===== src/rtl/dbg_halt_pkg.sv =====
package dbg_halt_pkg;
    typedef enum logic [1:0] {
        SRC_WADDR = 2'd0,
        SRC_RADDR = 2'd1,
        SRC_TASK  = 2'd2,
        SRC_DPTR  = 2'd3
    } dbg_src_e;

    // register offsets inside one comparator's window of four
    localparam int OFS_CTRL = 0;
    localparam int OFS_VAL  = 1;
    localparam int OFS_MASK = 2;
    localparam int WIN_SIZE = 4;
endpackage


===== src/rtl/dbg_src_sel.sv =====
module dbg_src_sel
    import dbg_halt_pkg::*;
#(
    parameter int DW     = 32,
    parameter int TASK_W = 4
) (
    input  dbg_src_e          sel,
    input  logic [DW-1:0]     mon_waddr,
    input  logic              mon_waddr_vld,
    input  logic [DW-1:0]     mon_raddr,
    input  logic              mon_raddr_vld,
    input  logic [TASK_W-1:0] mon_task,
    input  logic              mon_task_vld,
    input  logic [DW-1:0]     mon_dptr,
    input  logic              mon_dptr_vld,
    output logic [DW-1:0]     src_val,
    output logic              src_vld
);
    always_comb begin
        unique case (sel)
            SRC_WADDR: begin src_val = mon_waddr; src_vld = mon_waddr_vld; end
            SRC_RADDR: begin src_val = mon_raddr; src_vld = mon_raddr_vld; end
            SRC_TASK:  begin src_val = DW'(mon_task); src_vld = mon_task_vld; end
            default:   begin src_val = mon_dptr;  src_vld = mon_dptr_vld;  end
        endcase
    end
endmodule


===== src/rtl/dbg_cmp_lane.sv =====
module dbg_cmp_lane
    import dbg_halt_pkg::*;
#(
    parameter int DW     = 32,
    parameter int TASK_W = 4
) (
    input  logic              clk,
    input  logic              rst_n,
    input  logic              wr_ctrl,
    input  logic              wr_val,
    input  logic              wr_mask,
    input  logic [DW-1:0]     wdata,
    input  logic [DW-1:0]     mon_waddr,
    input  logic              mon_waddr_vld,
    input  logic [DW-1:0]     mon_raddr,
    input  logic              mon_raddr_vld,
    input  logic [TASK_W-1:0] mon_task,
    input  logic              mon_task_vld,
    input  logic [DW-1:0]     mon_dptr,
    input  logic              mon_dptr_vld,
    output logic              en,
    output dbg_src_e          sel,
    output logic [DW-1:0]     cval,
    output logic [DW-1:0]     cmask,
    output logic              match
);
    typedef struct packed {
        logic          en;
        dbg_src_e      sel;
        logic [DW-1:0] val;
        logic [DW-1:0] mask;
    } lane_t;

    lane_t ln_d, ln_q;
    logic [DW-1:0] src_val;
    logic          src_vld;

    always_comb begin
        ln_d = ln_q;
        if (wr_ctrl) begin
            ln_d.en  = wdata[0];
            ln_d.sel = dbg_src_e'(wdata[2:1]);
        end
        if (wr_val)  ln_d.val  = wdata;
        if (wr_mask) ln_d.mask = wdata;
    end

    always_ff @(posedge clk or negedge rst_n) begin
        if (!rst_n) ln_q <= '0;
        else        ln_q <= ln_d;
    end

    dbg_src_sel #(.DW(DW), .TASK_W(TASK_W)) u_sel (
        .sel           (ln_q.sel),
        .mon_waddr     (mon_waddr),
        .mon_waddr_vld (mon_waddr_vld),
        .mon_raddr     (mon_raddr),
        .mon_raddr_vld (mon_raddr_vld),
        .mon_task      (mon_task),
        .mon_task_vld  (mon_task_vld),
        .mon_dptr      (mon_dptr),
        .mon_dptr_vld  (mon_dptr_vld),
        .src_val       (src_val),
        .src_vld       (src_vld)
    );

    assign match = ln_q.en && src_vld && (((src_val ^ ln_q.val) & ~ln_q.mask) == '0);
    assign en    = ln_q.en;
    assign sel   = ln_q.sel;
    assign cval  = ln_q.val;
    assign cmask = ln_q.mask;

    // a match needs the strobe of the selected source, checked at the ports
    assert_match_needs_valid_R4: assert property (@(posedge clk) disable iff (!rst_n)
        match |-> ((ln_q.sel == SRC_WADDR) ? mon_waddr_vld :
                   (ln_q.sel == SRC_RADDR) ? mon_raddr_vld :
                   (ln_q.sel == SRC_TASK)  ? mon_task_vld  : mon_dptr_vld));
endmodule


===== src/rtl/dma_dbg_halt.sv =====
module dma_dbg_halt
    import dbg_halt_pkg::*;
#(
    parameter int DW       = 32,
    parameter int TASK_W   = 4,
    parameter int NUM_CMP  = 2,
    localparam int ADDR_W  = $clog2(WIN_SIZE * (NUM_CMP + 1))
) (
    input  logic              clk,
    input  logic              rst_n,
    input  logic              cfg_we,
    input  logic [ADDR_W-1:0] cfg_waddr,
    input  logic [DW-1:0]     cfg_wdata,
    input  logic [ADDR_W-1:0] cfg_raddr,
    output logic [DW-1:0]     cfg_rdata,
    input  logic [DW-1:0]     mon_waddr,
    input  logic              mon_waddr_vld,
    input  logic [DW-1:0]     mon_raddr,
    input  logic              mon_raddr_vld,
    input  logic [TASK_W-1:0] mon_task,
    input  logic              mon_task_vld,
    input  logic [DW-1:0]     mon_dptr,
    input  logic              mon_dptr_vld,
    output logic              dma_halt,
    output logic [1:0]        halt_src
);
    localparam int STAT_W = 3 + NUM_CMP;

    typedef struct packed {
        logic               halt;
        dbg_src_e           src;
        logic [NUM_CMP-1:0] hit;
    } stat_t;

    stat_t st_d, st_q;

    logic [NUM_CMP-1:0] match_vec;
    logic [NUM_CMP-1:0] en_vec;
    dbg_src_e           lane_sel  [NUM_CMP];
    logic [DW-1:0]      lane_val  [NUM_CMP];
    logic [DW-1:0]      lane_mask [NUM_CMP];
    logic               release_wr;
    dbg_src_e           first_src;

    assign release_wr = cfg_we && (cfg_waddr == '0) && cfg_wdata[0];

    for (genvar i = 0; i < NUM_CMP; i++) begin : g_lane
        localparam int BASE = WIN_SIZE * (i + 1);
        dbg_cmp_lane #(.DW(DW), .TASK_W(TASK_W)) u_lane (
            .clk           (clk),
            .rst_n         (rst_n),
            .wr_ctrl       (cfg_we && (cfg_waddr == ADDR_W'(BASE + OFS_CTRL))),
            .wr_val        (cfg_we && (cfg_waddr == ADDR_W'(BASE + OFS_VAL))),
            .wr_mask       (cfg_we && (cfg_waddr == ADDR_W'(BASE + OFS_MASK))),
            .wdata         (cfg_wdata),
            .mon_waddr     (mon_waddr),
            .mon_waddr_vld (mon_waddr_vld),
            .mon_raddr     (mon_raddr),
            .mon_raddr_vld (mon_raddr_vld),
            .mon_task      (mon_task),
            .mon_task_vld  (mon_task_vld),
            .mon_dptr      (mon_dptr),
            .mon_dptr_vld  (mon_dptr_vld),
            .en            (en_vec[i]),
            .sel           (lane_sel[i]),
            .cval          (lane_val[i]),
            .cmask         (lane_mask[i]),
            .match         (match_vec[i])
        );
    end

    // lowest-numbered matching comparator names the source
    always_comb begin
        first_src = SRC_WADDR;
        for (int i = NUM_CMP - 1; i >= 0; i--) begin
            if (match_vec[i]) first_src = lane_sel[i];
        end
    end

    always_comb begin
        st_d = st_q;
        if (st_q.halt) begin
            if (release_wr) st_d = '0;
        end else if (|match_vec) begin
            st_d.halt = 1'b1;
            st_d.src  = first_src;
            st_d.hit  = match_vec;
        end
    end

    always_ff @(posedge clk or negedge rst_n) begin
        if (!rst_n) st_q <= '0;
        else        st_q <= st_d;
    end

    always_comb begin
        cfg_rdata = '0;
        if (cfg_raddr == '0) begin
            cfg_rdata[STAT_W-1:0] = {st_q.hit, st_q.src, st_q.halt};
        end
        for (int i = 0; i < NUM_CMP; i++) begin
            if (cfg_raddr == ADDR_W'(WIN_SIZE * (i + 1) + OFS_CTRL))
                cfg_rdata = DW'({lane_sel[i], en_vec[i]});
            if (cfg_raddr == ADDR_W'(WIN_SIZE * (i + 1) + OFS_VAL))
                cfg_rdata = lane_val[i];
            if (cfg_raddr == ADDR_W'(WIN_SIZE * (i + 1) + OFS_MASK))
                cfg_rdata = lane_mask[i];
        end
    end

    assign dma_halt = st_q.halt;
    assign halt_src = st_q.src;

    assert_halt_holds_R8: assert property (@(posedge clk) disable iff (!rst_n)
        (dma_halt && !release_wr) |=> dma_halt);

    assert_release_clears_R8: assert property (@(posedge clk) disable iff (!rst_n)
        (dma_halt && release_wr) |=> !dma_halt);

    assert_status_frozen_R10: assert property (@(posedge clk) disable iff (!rst_n)
        (dma_halt && !release_wr) |=> ($stable(st_q.hit) && $stable(halt_src)));

    assert_no_halt_disabled_R7: assert property (@(posedge clk) disable iff (!rst_n)
        (!dma_halt && (en_vec == '0)) |=> !dma_halt);

    assert_hit_recorded_R9: assert property (@(posedge clk) disable iff (!rst_n)
        $rose(dma_halt) |-> (st_q.hit != '0));
endmodule


===== config.mk =====
export PLATFORM = sky130hd
export DESIGN_NAME = dma_dbg_halt
export DESIGN_NICKNAME = d
export VERILOG_FILES = /design/src/rtl/dbg_halt_pkg.sv /design/src/rtl/dbg_src_sel.sv /design/src/rtl/dbg_cmp_lane.sv /design/src/rtl/dma_dbg_halt.sv
export SDC_FILE = /design/constraint.sdc
export NUM_CORES = 1
export LEC_CHECK = 0
export ABC_AREA = 1
export CORE_ASPECT_RATIO = 0.9
export CORE_MARGIN = 2
export CORE_UTILIZATION = 45
export CTS_CLUSTER_SIZE = 20
export DETAILED_ROUTE_END_ITERATION = 10
export GPL_ROUTABILITY_DRIVEN = 0
export HOLD_SLACK_MARGIN = 0.12
export PLACE_DENSITY_LB_ADDON = 0.1
export SLEW_MARGIN = 20
export SYNTH_ARGS = -nofsm -noshare
export SYNTH_HDL_FRONTEND = slang
export SYNTH_SLANG_ARGS = --single-unit

===== constraint.sdc =====
create_clock -name clk -period 1.95 [get_ports clk]
set_input_delay 0.39 -clock clk [delete_from_list [all_inputs] [get_ports clk]]
set_output_delay 0.39 -clock clk [all_outputs]
set_load 0.02 [all_outputs]

==> impl_metrics.py <==
metrics = {
    "status": {
        "status": "finished, violations left",
        "violations": "negative setup slack",
    },
    "sta": {
        "fin_worst_skew_ns": 0.0119,
        "tightest_slew_ns": 0.391,
        "setup_viol": 25,
        "finalCritPeriodShare": 1.17,
        "fmax_mhz": 437,
        "min_period_ns": 2.29,
        "hold_viol_final": 0,
        "setup_slack_ns": -0.341,
        "slew_viol_final": 0,
        "rsz0062_at_grt": "true",
        "max_slew_margin": 0.739,
        "timing.hold.ws_ns": 0.426,
        "setup_tns_ns": -2.41,
    },
    "hold_path": {
        "hp-class": "primary input to asynchronous set/reset pin",
    },
    "finish": {
        "fin_area_mm2": 0.0139,
        "antenna_cells": 0,
        "drive_above_1_share": 0.211,
        "nets": 1829,
        "final_cells": 1950,
        "multi_input_area_mm2": 0.00531,
        "layout_common_cells": "nand2_1 (337), inv_1 (207), nand3_1 (192)",
        "mostFrequentLayoutCell": "nand2_1",
        "fillers": 1670,
        "seq_area_mm2": 0.00348,
        "areaGrowthSynthToFinish_pct": 49.2,
    },
    "route": {
        "vias_per_cell": 5.76,
        "dr.pass1.iters": 7,
        "wl_met2_um": 17300,
        "top_layer": "met4",
        "vias": 11200,
        "post_drt_wl_per_cell_um": 19.4,
        "finalWirelength_um": 37800,
        "wl_met3_um": 4220,
        "ant_nets": 0,
        "detail_route.iter0.violations": 1045,
        "drc_errors": 0,
        "met1_length_um": 15000,
    },
    "global_route": {
        "grt_start_max_net_pins": 65,
        "grt_pass1_wl_um": 55900,
        "grt_use_total": 0.329,
        "overflow": 0,
        "antenna_found_initial": 0,
        "grt_pass1_vias": 10500,
    },
    "floorplanning": {
        "die_y_um": 141,
        "die_x_um": 156,
        "dieArea_mm2": 0.0219,
        "std_cell_rows": 49,
        "coreArea_mm2": 0.0202,
        "io_pins": 182,
        "initial_core_util": 0.463,
    },
    "power": {
        "leakagePower_nw": 6.65,
        "vdd_drop_max_uv": 677,
        "power_density_mw_per_mm2": 896,
    },
    "setup_path": {
        "end_kind": "register",
        "critPathKind": "register to register",
        "cp.arrival_ns": 2.60,
        "cp-start-kind": "register",
        "cp.required_ns": 2.26,
        "cp_max_fo": 7,
    },
    "logic_synthesis": {
        "syn_inst": 1413,
        "avgSynthCellArea_um2": 6.61,
        "yosys.area.top_type": "dfrtp_1",
        "synth_warnings": 0,
        "ys_seq_elements": 139,
        "synth_top_area_frac": 0.372,
        "yosysSeqAreaShare": 0.372,
        "synthTopCellsByArea": "dfrtp_1 (37%), nand2_1 (15%), o21ai_0 (12%)",
        "syn_area_mm2": 0.00934,
        "yosys.cell_types.count": 33,
        "synth.net_count": 1560,
    },
    "clocking": {
        "cts_sinks": 139,
        "cts_tree": "yes",
        "clkLatencyLatePin_ns": 0.44,
        "root_buffer": "clkbuf_16",
        "clockBufferDepth": 2,
        "path_clk_slew_ns": 0.07,
        "cts_made_buffers": 17,
        "cts.htree.levels": 4,
    },
    "placement": {
        "dp_hpwl_um": 25300,
        "dp.cells": 1881,
        "portBuffers": 181,
        "place_area_mm2": 0.0121,
        "place_ws_ns": -1.02,
    },
    "flow_run": {
        "cap_viol_max_count": 0,
    },
}
[cell type report]
class | instances | share of cell area
multi-input cells | 986 | 0.381
flip-flops and latches | 139 | 0.250
repair buffers | 315 | 0.241
inverters | 223 | 0.0636
clock buffers | 19 | 0.0311
well taps | 255 | 0.0229
clock inverters | 13 | 0.0103
[cells by family (layout without fill, tap and decap cells)]
family | count (synthesis) | count (layout) | share of synthesized area
xor gates and xnor gates | 1 | 1 | 0.000938
buffers and inverters | 289 | 570 | 0.127
and+or+nand+nor | 702 | 703 | 0.338
DFF | 139 | 139 | 0.372
AOI/OAI and AO/OA | 282 | 282 | 0.162
[layer usage]
layer	global-route usage	vias to the layer above
met3	0.0756	125
met2	0.533	664
met1	0.438	5229
li1	-	5220
met5	0	-
met4	0.107	0
[through the flow]
| step | utilization | power, mW |
|---|---|---|
| after global routing | 0.691 | 13.2 |
| after CTS | 0.652 | 11.8 |
| after global placement | 0.602 | 8.23 |
| after floorplan | - | 6.40 |
| after detailed placement | 0.602 | 8.33 |
| final | 0.691 | 12.5 |
[worst paths after layout]
path | from | endpoint | slack [ns] | cells after the start
max | g_lane[0].u_lane.sel[1]$_DFFE_PN0P_ | st_q[0]$_DFFE_PN0P_ | -0.34 | 14
max in group asynchronous | rst_n | g_lane[0].u_lane.cmask[9]$_DFFE_PN0P_ | 0.87 | 3
min reg2reg | g_lane[0].u_lane.cval[10]$_DFFE_PN0P_ | g_lane[0].u_lane.cval[10]$_DFFE_PN0P_ | 0.50 | 2
max reg2reg | g_lane[0].u_lane.sel[1]$_DFFE_PN0P_ | st_q[0]$_DFFE_PN0P_ | -0.34 | 14
min in group clk | g_lane[0].u_lane.cval[10]$_DFFE_PN0P_ | g_lane[0].u_lane.cval[10]$_DFFE_PN0P_ | 0.50 | 2
min | rst_n | g_lane[0].u_lane.cval[26]$_DFFE_PN0P_ | 0.43 | 2
[flip-flops by register name, indices dropped and copies added, names as in the netlist]
name	count
st_q	2
g_lane.u_lane.cmask	64
g_lane.u_lane.sel	4
halt_src	2
g_lane.u_lane.cval	64
g_lane.u_lane.en	2
dma_halt	1
[synth_stat cells, drive strengths merged]
cell type and n:
nand2 372, o21a 1, nor4 1, a21oi 11, a2111oi 1, dfrtp 139, buf 28, a21o 2
nand3 223, clkinv 1, o211ai 24, a221oi 4, clkbuf 38, xor2 1, nor2 42, inv 222
o22ai 6, o2111ai 1, or2 7, nor3 4, o21ai 232, nand4 53
[repair_timing]
action / CTS / global route
pin swaps: 45 / 66
gates cloned: 5 / 5
endpoints found under the hold margin: 34 / 0
hold buffers: 1 / 0
resized for setup: 318 / 159
endpoints found under the setup margin: 37 / 36
setup buffers: 11 / 16
[critical path: stages (launching register included)]
cell     delay [ns]
dfrtp_4        0.49
buf_8          0.16
nand2_8        0.09
buf_4          0.16
or2_4          0.23
nand2_2        0.07
nand2_1        0.06
nand3_2        0.07
nand3_1        0.10
nor2_2         0.12
nand2_2        0.09
nor2_4         0.18
nand3_4        0.14
nand4_1        0.11
nand2_1        0.07
[where the power goes]
group | internal [mW] | switching, mW
combinational | 2.17 | 3.07
sequential | 3.51 | 0.478
clock | 1.89 | 1.37
total | 7.57 | 4.92
Note: power is estimated with default switching activity, not from simulation.
